### src/rtl/membank_pkg.sv
package membank_pkg;
   localparam int unsigned MB_REQS      = 4;
   localparam int unsigned MB_ADDR_W    = 20;
   localparam int unsigned MB_BANK_BITS = 4;
   localparam int unsigned MB_BUSY      = 4;
   localparam int unsigned MB_SLOW_GAP  = 2;

   // Width of a down-counter that must hold values up to lim-1
   function automatic int unsigned cnt_width(input int unsigned lim);
      return (lim > 2) ? $clog2(lim) : 1;
   endfunction
endpackage

### src/rtl/bank_timer.sv
module bank_timer
   import membank_pkg::*;
#(
   parameter int unsigned BUSY = MB_BUSY
) (
   input  logic clk,
   input  logic rst_n,
   input  logic hit,
   output logic busy
);
   localparam int unsigned CW = cnt_width(BUSY);

   generate
      if (BUSY <= 1) begin : g_no_timer
         assign busy = 1'b0;
      end else begin : g_timer
         logic [CW-1:0] cnt;
         always_ff @(posedge clk or negedge rst_n) begin
            if (!rst_n)          cnt <= '0;
            else if (hit)        cnt <= CW'(BUSY - 1);
            else if (cnt != '0)  cnt <= cnt - 1'b1;
         end
         assign busy = (cnt != '0);

         AST_BUSY_AFTER_HIT: assert property (@(posedge clk) disable iff (!rst_n)
            hit |=> busy);
         AST_NO_HIT_WHILE_BUSY: assert property (@(posedge clk) disable iff (!rst_n)
            busy |-> !hit);
      end
   endgenerate
endmodule

### src/rtl/rate_gate.sv
module rate_gate
   import membank_pkg::*;
#(
   parameter int unsigned GAP  = MB_SLOW_GAP,
   parameter bit          SLOW = 1'b0
) (
   input  logic clk,
   input  logic rst_n,
   input  logic fire,
   output logic ok
);
   localparam int unsigned CW = cnt_width(GAP);

   generate
      if (!SLOW || GAP <= 1) begin : g_full_rate
         assign ok = 1'b1;
      end else begin : g_limited
         logic [CW-1:0] gap_cnt;
         always_ff @(posedge clk or negedge rst_n) begin
            if (!rst_n)              gap_cnt <= '0;
            else if (fire)           gap_cnt <= CW'(GAP - 1);
            else if (gap_cnt != '0)  gap_cnt <= gap_cnt - 1'b1;
         end
         assign ok = (gap_cnt == '0);

         AST_SLOW_GAP: assert property (@(posedge clk) disable iff (!rst_n)
            fire |=> !ok);
         AST_FIRE_ONLY_WHEN_OK: assert property (@(posedge clk) disable iff (!rst_n)
            fire |-> ok);
      end
   endgenerate
endmodule

### src/rtl/prio_pick.sv
module prio_pick #(
   parameter int unsigned N = 4
) (
   input  logic [N-1:0]         cand,
   output logic                 found,
   output logic [$clog2(N)-1:0] idx,
   output logic [N-1:0]         onehot
);
   localparam int unsigned IW = $clog2(N);

   always_comb begin
      found = 1'b0;
      idx   = '0;
      for (int i = N - 1; i >= 0; i--) begin
         if (cand[i]) begin
            found = 1'b1;
            idx   = IW'(i);
         end
      end
   end

   assign onehot = cand & ~(cand - 1'b1);
endmodule

### src/rtl/membank_arbiter.sv
module membank_arbiter
   import membank_pkg::*;
#(
   parameter int unsigned          NUM_REQ     = MB_REQS,
   parameter int unsigned          ADDR_W      = MB_ADDR_W,
   parameter int unsigned          BANK_BITS   = MB_BANK_BITS,
   parameter int unsigned          BUSY_CYCLES = MB_BUSY,
   parameter int unsigned          SLOW_GAP    = MB_SLOW_GAP,
   parameter logic [NUM_REQ-1:0]   SLOW_MASK   = NUM_REQ'(4'b1100)
) (
   input  logic                          clk,
   input  logic                          rst_n,
   input  logic [NUM_REQ-1:0]            req_valid,
   input  logic [NUM_REQ*ADDR_W-1:0]     req_addr,
   output logic [NUM_REQ-1:0]            req_ready,
   output logic                          grant_valid,
   output logic [$clog2(NUM_REQ)-1:0]    grant_req,
   output logic [BANK_BITS-1:0]          grant_bank,
   output logic [ADDR_W-BANK_BITS-1:0]   grant_row,
   output logic                          stall
);
   localparam int unsigned NUM_BANKS = 1 << BANK_BITS;
   localparam int unsigned ROW_W     = ADDR_W - BANK_BITS;
   localparam int unsigned IW        = $clog2(NUM_REQ);

   generate
      if (NUM_REQ < 2)                $error("NUM_REQ must be at least 2");
      if (BANK_BITS < 1)              $error("BANK_BITS must be at least 1");
      if (ADDR_W <= BANK_BITS)        $error("ADDR_W must exceed BANK_BITS");
      if (BUSY_CYCLES < 1)            $error("BUSY_CYCLES must be at least 1");
      if (SLOW_GAP < 1)               $error("SLOW_GAP must be at least 1");
   endgenerate

   logic [NUM_REQ-1:0]   rate_ok;
   logic [NUM_REQ-1:0]   cand;
   logic [NUM_REQ-1:0]   pick_oh;
   logic                 found;
   logic [IW-1:0]        pick_idx;
   logic [ADDR_W-1:0]    sel_addr;
   logic [BANK_BITS-1:0] sel_bank;
   logic [NUM_BANKS-1:0] bank_busy;
   logic [NUM_BANKS-1:0] bank_hit;
   logic                 issue;

   // Per-requester issue-rate gates: variant chosen by SLOW_MASK
   for (genvar r = 0; r < NUM_REQ; r++) begin : g_rate
      rate_gate #(
         .GAP  (SLOW_GAP),
         .SLOW (SLOW_MASK[r])
      ) u_gate (
         .clk   (clk),
         .rst_n (rst_n),
         .fire  (req_ready[r]),
         .ok    (rate_ok[r])
      );
   end

   assign cand = req_valid & rate_ok;

   prio_pick #(.N(NUM_REQ)) u_pick (
      .cand   (cand),
      .found  (found),
      .idx    (pick_idx),
      .onehot (pick_oh)
   );

   assign sel_addr = req_addr[int'(pick_idx) * ADDR_W +: ADDR_W];
   assign sel_bank = sel_addr[BANK_BITS-1:0];

   assign stall = found & bank_busy[sel_bank];
   assign issue = found & ~bank_busy[sel_bank];

   // Per-bank occupancy timers
   for (genvar b = 0; b < NUM_BANKS; b++) begin : g_bank
      assign bank_hit[b] = issue && (sel_bank == BANK_BITS'(b));
      bank_timer #(.BUSY(BUSY_CYCLES)) u_timer (
         .clk   (clk),
         .rst_n (rst_n),
         .hit   (bank_hit[b]),
         .busy  (bank_busy[b])
      );
   end

   assign req_ready   = issue ? pick_oh : '0;
   assign grant_valid = issue;
   assign grant_req   = pick_idx;
   assign grant_bank  = sel_bank;
   assign grant_row   = sel_addr[ADDR_W-1 -: ROW_W];

   AST_ONE_READY: assert property (@(posedge clk) disable iff (!rst_n)
      $onehot0(req_ready));
   AST_READY_NEEDS_VALID: assert property (@(posedge clk) disable iff (!rst_n)
      (req_ready & ~req_valid) == '0);
   AST_STALL_QUIET: assert property (@(posedge clk) disable iff (!rst_n)
      stall |-> (req_ready == '0 && bank_hit == '0));
   AST_SINGLE_BANK_HIT: assert property (@(posedge clk) disable iff (!rst_n)
      $countones(bank_hit) == (grant_valid ? 1 : 0));
endmodule

### config.mk
export PLATFORM = sky130hd
export DESIGN_NAME = membank_arbiter
export DESIGN_NICKNAME = d
export VERILOG_FILES = /design/src/rtl/membank_pkg.sv /design/src/rtl/bank_timer.sv /design/src/rtl/rate_gate.sv /design/src/rtl/prio_pick.sv /design/src/rtl/membank_arbiter.sv
export SDC_FILE = /design/constraint.sdc
export NUM_CORES = 1
export LEC_CHECK = 0
export ABC_CLOCK_PERIOD_IN_PS = 4700
export CELL_PAD_IN_SITES_DETAIL_PLACEMENT = 2
export CELL_PAD_IN_SITES_GLOBAL_PLACEMENT = 2
export CORE_MARGIN = 3
export CORE_UTILIZATION = 25
export CTS_CLUSTER_SIZE = 14
export DETAILED_ROUTE_END_ITERATION = 8
export PLACE_DENSITY = 0.81
export SKIP_CTS_REPAIR_TIMING = 1
export SLEW_MARGIN = 10
export SYNTH_ARGS = -nofsm -noshare
export SYNTH_HDL_FRONTEND = slang
export SYNTH_SLANG_ARGS = --single-unit
### constraint.sdc
create_clock -name clk -period 4.7 [get_ports clk]
set_clock_uncertainty 0.05 [all_clocks]
set_input_delay 0.94 -clock clk [delete_from_list [all_inputs] [get_ports clk]]
set_output_delay 0.94 -clock clk [all_outputs]
set_load 0.02 [all_outputs]
==> results.md <==
- Cell count after placement: 496
- Clk_lat worst skew: 0.30 ns
- Top FF cell, synth: dfrtp_1
- Post-synth EDFFs: 0
- Starting Density: 0.262
- Max Freq: 0.215 GHz
- Gr usage total: 0.200
- Max Slew Vio Count: 0
- Reg-to-reg endpoint: g_bank[1].u_timer.g_timer.cnt[1]
- Finished Core Util: 0.420
- Max VDD drop: 195 uV
- P_int: 1.20 mW
- Post-Route WL: 12100 um
- Via density: 4.84
- Worst path bufs/invs: 3
- Relative slew slack: 0.560
- Final worst path period share: 0.992
- Largest net degree at the start of global routing: 35
- Critical path depth: 11
- Num rows: 36
- Clock share of power: 0.167
- DRC viols: 0
- Min-Delay Path Depth: 1
- Sw power: 822 uW
- Mapped Area: 2600 sq um
- Post-synth top area share: 0.327
- Clk buf depth: 2
- Crit path cell chain: clkdlybuf4s50_1, nand2b_4, nor2_4, o21ai_4, mux4_2, buf_4, mux2i_1, mux2i_2, mux2i_4, a211oi_4, clkbuf_2
- Worst slack, placed: -0.643 ns
- GRT overflow: 0
- Worst Max-Slew Pin Slew: 0.658 ns
- Crit path max fanout: 6
- Yosys top cell by area: dfrtp_1
- Reg power frac: 0.267
- Switching part of the total: 0.406
- Final nets: 474
- Post-route ant nets: 0
- Vias: 2455
- Post-synthesis area per instance: 10.9 sq um
- Synth Net Count: 341
- Port Buffer Count: 113
- Crit end category: output pin
- HPWL after DPL: 9530 um
- Avg WL per Cell: 23.8 um
- Fraction of registers with async set or reset after synthesis: 1.00
- Hold Vio Cnt, Final: 0
- CP Class: in2out
- Worst r2r src: g_rate[2].u_gate.g_limited.gap_cnt
- Period minus WS final: 4.66 ns
- Final Wtd Congestion: 0.785
- Worst EP arrival: 3.67 ns
- Design Area, Final: 4190 sq um
- Max cap viols: 0
- CP endpoint: req_ready[2]
- Hold Crit Class: reg2reg
- Post-Route Setup TNS: 0 ns
- CTS tree: done
- Post-Syn Instances: 239
- Clk root buf: clkbuf_8
- Filler cell count: 1064
- Pwr per Cell Area: 484 nW/um^2
- Main area contributors after synthesis: dfrtp_1, mux4_2, mux2i_1
- CP Launch Point: req_valid[3]
- Delay-heaviest family, CP: multiplexers
- WP data required: 3.71 ns
- CTS clk-pin slew, worst paths: 0.08 ns
- # H-tree levels: 2
- PnR worst setup slack: 0.0397 ns
- Worst R2R Path Depth: 12
- Global-route wire length before repair: 17200 um
- Seq/Total Area, Yosys: 0.327
- IO Pins: 114
- Leak: 1.86 nW
- Synthesis Warnings: 0
- Seq cells post-synth: 34
- Total clock sinks: 34
- Drt first pass iters: 4
- Die span in y: 108 um
- Final setup fails: 0
- Die area: 11700 sq um
- Vias in the first global route: 2820
- Comb power frac: 0.566
- Core ar.: 9950 sq um
- Initial DRC count: 83
- Crit start category: input pin
- Design Power: 2.03 mW
- Fin cells: 507
- Largest stage delay on the critical path: 0.64 ns
- Area Overhead vs Synth: 60.7%
- Dpl cell area: 4000 sq um
- Outcome: complete, no violations
- R2R setup slack: 1.54 ns
- Netlist cell types: 45
- Critical-path top delay cell: mux4_2
- Hold Worst Slack: 0.431 ns
- TritonCTS Buffers: 5
- Share of post-route cells with drive strength above 1: 0.209
- Initial antenna violation count: 1
- Die Wd: 108 um
## cell type report
class                   instances  area [sq um]  share of cell area
clock buffers                   5          68.8              0.0164
repair buffers                138          1310               0.312
well taps                     133           166              0.0398
inverters                      39           146              0.0350
diodes                          1          2.50            0.000598
flip-flops and latches         34           851               0.203
clock inverters                 3          68.8              0.0164
multi-input cells             154          1580               0.377
## sequential cells by signal, summed over array words and instances (netlist names)
name	count
g_rate.u_gate.g_limited.gap_cnt	2
g_bank.u_timer.g_timer.cnt	32
## cell usage after synthesis (all sizes together) (4+ instances only)
library cell  instances
inv                  39
dfrtp                34
mux2i                25
mux4                 22
a21oi                21
ha                   16
nand2                16
buf                   9
nor2                  9
nor2b                 8
a211oi                5
xor2                  4
## cell families (layout without fill, tap and decap cells)
| logic type | count (synthesis) | after routing | share of synthesized area |
|---|---|---|---|
| other | 0 | 1 | 0 |
| flip-flops | 34 | 34 | 0.327 |
| AND/OR/NAND/NOR | 48 | 48 | 0.106 |
| XOR/XNOR | 4 | 4 | 0.0134 |
| adder cells (fa/ha/maj) | 16 | 16 | 0.0768 |
| AO/OA/AOI/OAI | 38 | 38 | 0.0956 |
| buffers and inverters | 51 | 185 | 0.0865 |
| multiplexers | 48 | 48 | 0.295 |
## power groups by stage
stage / clock network, mW / registers, mW / logic (mW)
3_5_place_dp: 0 / 0.544 / 1.09
6_report: 0.339 / 0.541 / 1.15
3_3_place_gp: 0 / 0.522 / 0.968
2_1_floorplan: 0 / 0.513 / 0.701
5_1_grt: 0.359 / 0.562 / 1.26
4_1_cts: 0.346 / 0.542 / 1.14
## worst reg2reg max path, delay by kind of cell (launching register included)
family	cells	cell delay (ns)
AO/OA/AOI/OAI	3	0.45
AND/OR/NAND/NOR	4	0.80
multiplexers	1	0.71
flip-flops	1	0.42
buffers and inverters	4	0.64
## cells in the final DEF (no fill, tap or decap), types with 3 or more instances in the layout
| cell type | synthesis | routed |
|---|---|---|
| nor2_1 | 7 | 7 |
| buf_4 | 4 | 23 |
| mux4_2 | 20 | 21 |
| buf_6 | 2 | 3 |
| nor2b_1 | 7 | 7 |
| clkbuf_8 | 0 | 5 |
| ha_1 | 16 | 16 |
| xor2_1 | 4 | 4 |
| nand2_1 | 15 | 15 |
| clkbuf_2 | 0 | 4 |
| clkdlybuf4s50_1 | 0 | 106 |
| dfrtp_1 | 34 | 34 |
| and2_1 | 3 | 3 |
| a21oi_1 | 20 | 20 |
| a31oi_1 | 3 | 3 |
| inv_1 | 38 | 38 |
| mux2i_1 | 24 | 22 |
## worst min path at each step
stage                                      from                                to  slack (ns)
4_1_cts        g_bank[5].u_timer.g_timer.cnt[0]  g_bank[5].u_timer.g_timer.cnt[0]        0.44
2_1_floorplan  g_bank[6].u_timer.g_timer.cnt[0]  g_bank[6].u_timer.g_timer.cnt[0]        0.39
3_3_place_gp   g_bank[6].u_timer.g_timer.cnt[0]  g_bank[6].u_timer.g_timer.cnt[0]        0.41
3_5_place_dp   g_bank[6].u_timer.g_timer.cnt[0]  g_bank[6].u_timer.g_timer.cnt[0]        0.42
6_report       g_bank[5].u_timer.g_timer.cnt[0]  g_bank[5].u_timer.g_timer.cnt[0]        0.43
5_1_grt        g_bank[5].u_timer.g_timer.cnt[0]  g_bank[5].u_timer.g_timer.cnt[0]        0.45
## routing by layer
metal | wire length [um] | global-route usage | vias up
met5 | 0 | 0 | -
met4 | 214 | 0.0694 | 0
met2 | 7040 | 0.384 | 43
met3 | 271 | 0.0328 | 15
li1 | - | - | 1111
met1 | 4540 | 0.222 | 1286
Power figures use the tool's default switching activity.
